## src/rtl/rtc_pkg.sv

```systemverilog
package rtc_pkg;
  localparam int NFIELD   = 6;
  localparam int IDX_SEC  = 0;
  localparam int IDX_ALM0 = 8;
  localparam int IDX_CTRL = 16;
  localparam int IDX_STAT = 17;
  localparam int IDX_IEN  = 18;

  typedef logic [7:0] bcd8_t;

  function automatic bcd8_t bcd_inc(bcd8_t v);
    if (v[3:0] == 4'd9) return {v[7:4] + 4'd1, 4'h0};
    return {v[7:4], v[3:0] + 4'd1};
  endfunction

  function automatic logic bcd_leap(bcd8_t yr);
    if (yr[4]) return (yr[3:0] == 4'd2) || (yr[3:0] == 4'd6);
    return (yr[3:0] == 4'd0) || (yr[3:0] == 4'd4) || (yr[3:0] == 4'd8);
  endfunction

  function automatic bcd8_t month_last(bcd8_t mon, bcd8_t yr);
    case (mon)
      8'h02: return bcd_leap(yr) ? 8'h29 : 8'h28;
      8'h04, 8'h06, 8'h09, 8'h11: return 8'h30;
      default: return 8'h31;
    endcase
  endfunction
endpackage

```

## src/rtl/rtc_subsec.sv

```systemverilog
module rtc_subsec #(
  parameter int TICKS_PER_SEC = 32768
) (
  input  logic clk,
  input  logic rst,
  input  logic tick,
  input  logic run,
  input  logic restart,
  output logic adv,
  output logic busy
);
  localparam int CW = (TICKS_PER_SEC > 2) ? $clog2(TICKS_PER_SEC) : 1;
  localparam logic [CW-1:0] LAST = CW'(TICKS_PER_SEC - 1);

  logic [CW-1:0] cnt;

  always_ff @(posedge clk) begin
    if (rst) cnt <= '0;
    else if (tick) begin
      if (restart) cnt <= '0;
      else if (run) cnt <= (cnt == LAST) ? '0 : cnt + 1'b1;
    end
  end

  assign busy = run & (cnt == LAST);
  assign adv  = tick & ~restart & busy;

  // the count stays still without a tick
  p_hold_without_tick_r2: assert property (@(posedge clk) disable iff (rst)
    !tick |=> $stable(cnt));
endmodule

```

## src/rtl/rtc_calendar.sv

```systemverilog
module rtc_calendar import rtc_pkg::*; (
  input  logic                   clk,
  input  logic                   rst,
  input  logic                   tick,
  input  logic                   adv,
  input  logic [NFIELD-1:0]      fld_wr,
  input  logic [7:0]             wdata,
  output logic [NFIELD-1:0][7:0] tm,
  output logic                   apply,
  output logic [3:0]             ev
);
  logic [NFIELD-1:0]      pend;
  logic [NFIELD-1:0][7:0] pval;
  logic [NFIELD-1:0][7:0] nt;
  logic                   day_wrap, mon_wrap;

  assign apply = tick & (|pend);

  always_comb begin
    ev[0] = adv;
    ev[1] = ev[0] & (tm[0] == 8'h59);
    ev[2] = ev[1] & (tm[1] == 8'h59);
    ev[3] = ev[2] & (tm[2] == 8'h23);
    day_wrap = tm[3] == month_last(tm[4], tm[5]);
    mon_wrap = day_wrap & (tm[4] == 8'h12);
    nt = tm;
    if (ev[0]) nt[0] = ev[1] ? 8'h00 : bcd_inc(tm[0]);
    if (ev[1]) nt[1] = ev[2] ? 8'h00 : bcd_inc(tm[1]);
    if (ev[2]) nt[2] = ev[3] ? 8'h00 : bcd_inc(tm[2]);
    if (ev[3]) begin
      nt[3] = day_wrap ? 8'h01 : bcd_inc(tm[3]);
      if (day_wrap) nt[4] = mon_wrap ? 8'h01 : bcd_inc(tm[4]);
      if (mon_wrap) nt[5] = (tm[5] == 8'h99) ? 8'h00 : bcd_inc(tm[5]);
    end
  end

  always_ff @(posedge clk) begin
    if (rst) begin
      tm   <= {8'h00, 8'h01, 8'h01, 8'h00, 8'h00, 8'h00};
      pend <= '0;
      pval <= '0;
    end else begin
      if (apply) begin
        for (int f = 0; f < NFIELD; f++)
          if (pend[f]) tm[f] <= pval[f];
      end else begin
        tm <= nt;
      end
      for (int f = 0; f < NFIELD; f++) begin
        if (fld_wr[f]) begin
          pend[f] <= 1'b1;
          pval[f] <= wdata;
        end else if (apply) begin
          pend[f] <= 1'b0;
        end
      end
    end
  end

  // seconds stay a legal BCD value
  p_sec_legal_r3: assert property (@(posedge clk) disable iff (rst)
    (tm[0][3:0] <= 4'd9) && (tm[0] <= 8'h59));
  // day stays within the current month
  p_day_legal_r4: assert property (@(posedge clk) disable iff (rst)
    (tm[3] != 8'h00) && (tm[3] <= month_last(tm[4], tm[5])));
  // a load never coincides with an advance
  p_load_blocks_step_r5: assert property (@(posedge clk) disable iff (rst)
    apply |-> !adv);
endmodule

```

## src/rtl/bcd_rtc.sv

```systemverilog
module bcd_rtc import rtc_pkg::*; #(
  parameter int TICKS_PER_SEC = 32768,
  parameter int ADDR_W        = 8
) (
  input  logic              clk,
  input  logic              rst,
  input  logic              tick,
  input  logic [ADDR_W-1:0] bus_addr,
  input  logic              bus_wr,
  input  logic [7:0]        bus_wdata,
  output logic [7:0]        bus_rdata,
  output logic              irq
);
  localparam int WORD_W = ADDR_W - 2;

  logic [WORD_W-1:0]      word;
  logic [NFIELD-1:0]      tm_wr, alm_wr;
  logic [NFIELD-1:0][7:0] tm, alm;
  logic                   apply, adv, busy;
  logic [3:0]             ev, st_ev;
  logic                   st_pwr, st_alarm, run_q, en_al, en_tm, upd_q;
  logic                   ctl_wr, st_wr, ien_wr;
  logic [7:0]             rd_mux;

  assign word   = bus_addr[ADDR_W-1:2];
  assign ctl_wr = bus_wr & (word == WORD_W'(IDX_CTRL));
  assign st_wr  = bus_wr & (word == WORD_W'(IDX_STAT));
  assign ien_wr = bus_wr & (word == WORD_W'(IDX_IEN));

  for (genvar g = 0; g < NFIELD; g++) begin : g_dec
    assign tm_wr[g]  = bus_wr & (word == WORD_W'(IDX_SEC + g));
    assign alm_wr[g] = bus_wr & (word == WORD_W'(IDX_ALM0 + g));
  end

  rtc_subsec #(.TICKS_PER_SEC(TICKS_PER_SEC)) u_subsec (
    .clk(clk), .rst(rst), .tick(tick), .run(run_q), .restart(apply),
    .adv(adv), .busy(busy)
  );

  rtc_calendar u_cal (
    .clk(clk), .rst(rst), .tick(tick), .adv(adv), .fld_wr(tm_wr),
    .wdata(bus_wdata), .tm(tm), .apply(apply), .ev(ev)
  );

  always_ff @(posedge clk) begin
    if (rst) begin
      alm      <= '0;
      st_pwr   <= 1'b1;
      st_alarm <= 1'b0;
      st_ev    <= '0;
      run_q    <= 1'b0;
      en_al    <= 1'b0;
      en_tm    <= 1'b0;
      upd_q    <= 1'b0;
      irq      <= 1'b0;
      bus_rdata <= '0;
    end else begin
      for (int f = 0; f < NFIELD; f++)
        if (alm_wr[f]) alm[f] <= bus_wdata;
      if (st_wr & bus_wdata[7]) st_pwr <= 1'b0;
      if (upd_q && (tm == alm)) st_alarm <= 1'b1;
      else if (st_wr & bus_wdata[6]) st_alarm <= 1'b0;
      for (int k = 0; k < 4; k++) begin
        if (ev[k]) st_ev[k] <= 1'b1;
        else if (st_wr & bus_wdata[2+k]) st_ev[k] <= 1'b0;
      end
      if (ctl_wr) run_q <= bus_wdata[0];
      if (ien_wr) begin
        en_al <= bus_wdata[3];
        en_tm <= bus_wdata[2];
      end
      upd_q     <= apply | adv;
      irq       <= (st_alarm & en_al) | (st_ev[0] & en_tm);
      bus_rdata <= rd_mux;
    end
  end

  always_comb begin
    rd_mux = '0;
    for (int i = 0; i < NFIELD; i++) begin
      if (word == WORD_W'(IDX_SEC + i))  rd_mux = tm[i];
      if (word == WORD_W'(IDX_ALM0 + i)) rd_mux = alm[i];
    end
    if (word == WORD_W'(IDX_CTRL)) rd_mux = {7'b0, run_q};
    if (word == WORD_W'(IDX_STAT)) rd_mux = {st_pwr, st_alarm, st_ev, run_q, busy};
    if (word == WORD_W'(IDX_IEN))  rd_mux = {4'b0, en_al, en_tm, 2'b0};
  end

  // the alarm flag rises only after a time update
  p_alarm_after_update_r6: assert property (@(posedge clk) disable iff (rst)
    $rose(st_alarm) |-> $past(upd_q));
  // the power-up flag is never set outside reset
  p_pwr_only_falls_r7: assert property (@(posedge clk) disable iff (rst)
    !$rose(st_pwr));
  // busy is only reported while running
  p_busy_needs_run_r9: assert property (@(posedge clk) disable iff (rst)
    busy |-> run_q);
  // an interrupt always has a pending source behind it
  p_irq_has_source_r10: assert property (@(posedge clk) disable iff (rst)
    irq |-> $past(st_alarm | st_ev[0]));
endmodule

```

## config.mk

```make
export PLATFORM = sky130hd
export DESIGN_NAME = bcd_rtc
export DESIGN_NICKNAME = d
export VERILOG_FILES = /design/src/rtl/rtc_pkg.sv /design/src/rtl/rtc_subsec.sv /design/src/rtl/rtc_calendar.sv /design/src/rtl/bcd_rtc.sv
export SDC_FILE = /design/constraint.sdc
export NUM_CORES = 1
export LEC_CHECK = 0
export BUFFER_PORTS_ARGS = -buffer_cell sky130_fd_sc_hd__buf_2
export CORE_AREA = 10 10 146 148
export DETAILED_ROUTE_END_ITERATION = 16
export DIE_AREA = 0 0 156 158
export GPL_ROUTABILITY_DRIVEN = 0
export PLACE_DENSITY_LB_ADDON = 0.08
export SLEW_MARGIN = 30
export SYNTH_ARGS = -nofsm -noshare
export SYNTH_HDL_FRONTEND = slang
export SYNTH_SLANG_ARGS = --single-unit
```

## constraint.sdc

```tcl
create_clock -name clk -period 5.9 [get_ports clk]
set_input_delay 1.18 -clock clk [delete_from_list [all_inputs] [get_ports clk]]
set_output_delay 1.18 -clock clk [all_outputs]
set_load 0.03 [all_outputs]
```

## Word level (Yosys, flattened, before mapping)

Cells that the tools add are included.

- Input port bits: 20
- Output and inout port bits: 9
- Register bits: 184
- Word-level logic and storage cells: 267

- Equality and inequality tests: 43
- Add/sub/neg operators: 13
- Bitwise gates (word level): 34
- Reductions and logical operators: 46
- Mux-type cells: 87

Operator list:

| cell | count |
|---|---|
| $mux W8 | 43 |
| $add A4 B1 Y4 const B | 12 |
| $eq A48 B48 Y1 | 1 |
| $mux W48 | 1 |
| $mux W15 | 3 |
| $mux W1 | 37 |
| $eq A6 B4 Y1 const B | 6 |
| $reduce_bool A2 Y1 | 18 |
| $and A1 B1 Y1 | 31 |
| $eq A4 B4 Y1 const B | 7 |
| $mux W24 | 1 |
| $eq A6 B5 Y1 const B | 3 |
| $reduce_and A3 Y1 | 6 |
| $reduce_bool A3 Y1 | 6 |
| $eq A8 B3 Y1 const B | 2 |
| $eq A8 B5 Y1 const B | 2 |
| $eq A8 B7 Y1 const B | 2 |
| $pmux W8 S2 | 1 |
| $add A15 B1 Y15 const B | 1 |
| $eq A15 B15 Y1 const B | 1 |
| $eq A6 B2 Y1 const B | 2 |
| $eq A6 B3 Y1 const B | 2 |
| $ne A2 B1 Y1 const B | 6 |
| $reduce_and A2 Y1 | 5 |
| other kinds (19) | 24 |

## Logic depth before layout (Yosys ltp)

- Word-level depth: 16
- Mapped depth: 10
- Gate-level depth less buffers: 9

## Cells and area by module

A second synthesis with hierarchy kept.

- Cell total of the unflattened synthesis: 1232
- Area, all modules: 10063.4 µm²

Modules (own cells, without submodules):

| module | area each (µm²) | instances | cells an instance |
|---|---|---|---|
| rtc_calendar | 5213.8 | 1 | 620 |
| bcd_rtc | 4065.1 | 1 | 517 |
| rtc_subsec | 784.5 | 1 | 95 |

## Worst setup path before layout

OpenSTA, ideal clock, no wires.

- Kind: input port to flip-flop
- From: input bus_addr[2]
- To: register alm[23] in the netlist's numbering
- Buffers on the path: 2
- Cell stages on the path: 7
- Library setup time: 0.132 ns
- Arrival: 2.781 ns
- Setup slack: 2.987 ns
- Cell sequence: clkbuf_1 -> or4b_1 -> nor2_1 -> buf_2 -> nand2_1 -> nand2_1 -> a21oi_1

- Word-level cells in the longest chain between the ends: 2

RTL lines:

| element | line | text |
|---|---|---|
| start: declaration | bcd_rtc.sv:8 | `input logic [ADDR_W-1:0] bus_addr,` |
| $eq A6 B4 Y1 | bcd_rtc.sv:32 | `assign alm_wr[g] = bus_wr & (word == WORD_W'(IDX_ALM0 + g));` |
| $and A1 B1 Y1 | bcd_rtc.sv:32 |  |
| end signal: indexed assignment | bcd_rtc.sv:59 | `if (alm_wr[f]) alm[f] <= bus_wdata;` |
| end: declaration | bcd_rtc.sv:18 | `logic [NFIELD-1:0][7:0] tm, alm;` |

No other way between the ends.
A chain may end at the register's enable or synchronous reset.

## Worst setup path in the final report

- From: input bus_addr[3]
- To: register bus_rdata[1]

- Word-level cells in the longest chain between the ends: 15

RTL lines:

| element | line | text |
|---|---|---|
| $logic_not A6 Y1 | bcd_rtc.sv:81 | `if (word == WORD_W'(IDX_SEC + i)) rd_mux = tm[i];` |
| $mux W8 | bcd_rtc.sv:81 |  |
| $mux W8 | bcd_rtc.sv:82 | `if (word == WORD_W'(IDX_ALM0 + i)) rd_mux = alm[i];` |
| $mux W8 | bcd_rtc.sv:81 |  |
| $mux W8 | bcd_rtc.sv:82 |  |
| $mux W8 | bcd_rtc.sv:81 |  |
| $mux W8 | bcd_rtc.sv:82 |  |
| $mux W8 | bcd_rtc.sv:81 |  |
| $mux W8 | bcd_rtc.sv:82 |  |
| $mux W8 | bcd_rtc.sv:81 |  |
| $mux W8 | bcd_rtc.sv:82 |  |
| $mux W8 | bcd_rtc.sv:81 |  |
| $mux W8 | bcd_rtc.sv:82 |  |
| $mux W8 | bcd_rtc.sv:84 | `if (word == WORD_W'(IDX_CTRL)) rd_mux = {7'b0, run_q};` |
| $mux W8 | bcd_rtc.sv:85 | `if (word == WORD_W'(IDX_STAT)) rd_mux = {st_pwr, st_alarm, st_ev, run_q, busy};` |
| end signal: assignment | bcd_rtc.sv:74 | `bus_rdata <= rd_mux;` |
| end: declaration | bcd_rtc.sv:11 | `output logic [7:0] bus_rdata,` |

Several ways; a longest one is shown, not always the timed one.

==> out/summary.txt <==
======================================================================================================
Number of rows in the core area .........................................................           50
Number of distinct library cell variants in the gate-level netlist after synthesis ......           83
Critical path startpoint ................................................................  bus_addr[3]
Power per Cell Area .....................................................................  242 nW/um^2
Root cell of the clock tree .............................................................    clkbuf_16
Post-Route WL ...........................................................................      32.2 mm
Area of all placed cells without fillers ................................................   10700 um^2
Reg-to-reg critical path startpoint ..................................................... u_cal.tm[36]$_SDFFE_PP0P_
Die area ................................................................................   24600 um^2
Count of antenna diodes in the layout ...................................................            0
Placeable core region ...................................................................   18500 um^2
Setup CP Type ........................................................................... input pin to flip-flop
Clock transition at the register clock pins on the worst setup and hold paths after CTS .        70 ps
Fill cell total of the finished layout ..................................................         1713
Final setup violation count .............................................................            0
Post-synthesis instance total ...........................................................         1283
Met1 Routed Length ......................................................................      14.1 mm
Post-cts sizing count ...................................................................            0
Startpoint type of the worst setup path .................................................    input pin
Instance count after placement with tap cells included ..................................         1456
Cell accounting for the most synthesized area ...........................................      dfxtp_1
Final cell count without fillers ........................................................         1488
Via Count ...............................................................................         9640
Max-Slew Margin vs Limit ................................................................        32.9%
Number of buffers inserted for hold repair after clock tree synthesis ...................            0
Post-route core utilization .............................................................        58.1%
Top cell type's share of synthesized area ...............................................        36.9%
Most used cells in the layout excluding fill and tap cells .............................. 186 x nand2_1, 184 x dfxtp_1, 162 x a21oi_1
Final worst path period share ...........................................................        55.3%
Result of the run ....................................................................... finished clean
Largest fanout on the critical path .....................................................           17
Detail Route Antenna Nets ...............................................................            0
Total of max-cap violations .............................................................            0
Initial antenna violation count .........................................................            0
Synthesized netlist net count ...........................................................         1318
I/O pins ................................................................................           29
Maximum buffer depth of the clock tree ..................................................            2
Initial drt markers .....................................................................         1211
Number of flops mapped to enable cells by yosys .........................................            0
Most common cell after layout, fill and taps aside ......................................      nand2_1
Initial cell density of the core ........................................................        54.1%
Detailed-route vias per instance ........................................................         6.48
Global-route wire length before repair ..................................................      50.2 mm
Total power .............................................................................      2.60 mW
Detailed-route DRC error count ..........................................................            0
Top_reg_cell synth ......................................................................      dfxtp_1
Total global routing track utilization ..................................................        25.9%
Chip Height .............................................................................       158 um
Leading cell types by total area after synthesis ........................................ dfxtp_1 37%, a21oi_1 8.1%, nand2_1 7.0%
Layout-stage area growth over the synthesis result ......................................        7.45%
Share of flip-flops with an asynchronous set or reset after synthesis ...................           0%
Highest signal layer in the routed design ...............................................         met4
RSZ-0062 raised after global routing ....................................................           no
Worst slack, placed .....................................................................      2280 ps
Endpoint arrival time on the critical path ..............................................      3540 ps
Level count of the clock H-tree .........................................................            4
Total setup buffers inserted after CTS ..................................................            0
Part of the Yosys area used for sequential elements .....................................        36.9%
Worst supply voltage drop on vdd ........................................................     0.191 mV
Ratio of cells with drive above 1 in the final layout ...................................        8.45%
Crit path required time .................................................................      6180 ps
Final-stage net count ...................................................................         1276
HP Start ................................................................................ u_cal.pval[24]$_SDFFE_PP0P_
Yosys warnings ..........................................................................            0
Post-placement cell area ................................................................   10100 um^2
Number of pins exceeding their max-slew limit in the final report .......................            0
Max Fclk ................................................................................    0.307 GHz
Hold/Removal Path Class ................................................................. flip-flop to flip-flop
Synth Area per Inst .....................................................................    7.78 um^2
Horiz. Die Dim ..........................................................................       156 um
#FFs+latches synth ......................................................................          184
Total CTS buffers .......................................................................           17
Worst-Margin Slew .......................................................................      1010 ps
Setup_tns ...............................................................................         0 ps
Number of detailed-routing iterations run before antenna repair .........................            6
Global route overflow ...................................................................            0
Min Hold Slack ..........................................................................       457 ps
CTS sink cnt ............................................................................          184
Maximum number of pins on one net before global-route repair ............................          124
Static Leak .............................................................................      3.63 nW
Final Skew ..............................................................................      10.9 ps
Via count of the first global-routing pass ..............................................         8624
Routed met3 length ......................................................................      2.72 mm
Clock tree from TritonCTS ...............................................................         done
Element type at the critical path end ...................................................    flip-flop
PortBufs ................................................................................           26
Post-Synthesis Cell Area ................................................................    9980 um^2
Estimated wirelength of the detail-placed design ........................................      21.5 mm
Met2 wirelength from detailed routing ...................................................      14.3 mm
Count of final hold-check violations ....................................................            0
Clock insertion delay at the later pin of the skew report ...............................       450 ps
Average wire per cell in the routed design ..............................................      21.6 um
Shortest clock period the worst path allows after layout ................................      3260 ps
Post-route setup slack ..................................................................      2640 ps
Internal reg-to-reg setup slack .........................................................      2800 ps
======================================================================================================
[layer usage]
layer	up-vias	track usage, %
met1	4610	35.9
met4	0	8.99
met2	436	39.5
met5	-	0
li1	4508	-
met3	86	4.86
[cell usage after synthesis, types with 6 or more instances]
master	n
inv_1	20
o22ai_1	7
a21oi_1	162
nor2b_1	12
nand2b_1	16
clkbuf_1	77
nand3_1	124
or3_1	6
xnor2_1	27
a221oi_1	14
a222oi_1	8
and4_1	10
a31oi_1	6
nand3b_1	8
a211oi_1	22
a22oi_1	19
nor4_1	10
o21ai_0	36
nor3_1	33
buf_2	15
ha_1	15
xor2_1	35
nand4_1	17
nor2_1	87
nand2_1	186
and3_1	10
dfxtp_1	184
o211ai_1	7
and2_1	6
[flip-flops by register name, summed over array words and instances (netlist names), 4 cells and up]
register      cells
bus_rdata         8
u_cal.pend        6
u_subsec.cnt     15
st_ev             4
u_cal.tm         48
u_cal.pval       48
alm              48
[worst paths after layout]
check	endpoint	depth (start not counted)
setup reg to reg	u_cal.tm[45]$_SDFFE_PP0P_	10
hold reg to reg	u_cal.pval[24]$_SDFFE_PP0P_	2
hold / removal	u_cal.pval[24]$_SDFFE_PP0P_	2
setup / recovery	bus_rdata[1]$_SDFF_PP0_	7
[cells by family (layout without fill, tap and decap cells)]
family,count (synthesis),after routing,share of synthesized area [%]
XOR/XNOR,62,62,5.44
multiplexers,7,7,0.840
AO/OA/AOI/OAI,329,329,21.1
buffers and inverters,122,93,5.08
flip-flops,184,184,36.9
adder cells (fa/ha/maj),15,15,1.88
AND/OR/NAND/NOR,564,564,28.7
[where the power goes]
| group | switching (mW) | leakage, nW | internal [mW] | total [mW] |
|---|---|---|---|---|
| Combinational | 0.0966 | 1.84 | 0.0245 | 0.121 |
| Clock | 0.530 | 0.308 | 0.695 | 1.22 |
| Sequential | 0.00399 | 1.48 | 1.25 | 1.25 |
| Total | 0.630 | 3.63 | 1.96 | 2.60 |
[critical path, cell delays in order]
cell and delay, ps:
buf_2 150, nor3_1 460, and3_1 730, a221oi_1 240, nand2_1 150, a21oi_1 80, o41ai_1 550
[area by class of cell]
class | instances | area, um^2 | share of cell area, %
multi-input cells | 977 | 5800 | 54.1
clock inverters | 13 | 166 | 1.55
inverters | 20 | 75.1 | 0.700
clock buffers | 19 | 453 | 4.23
repair buffers | 41 | 251 | 2.35
flip-flops and latches | 184 | 3680 | 34.4
well taps | 234 | 293 | 2.73
Power figures use the tool's default switching activity.
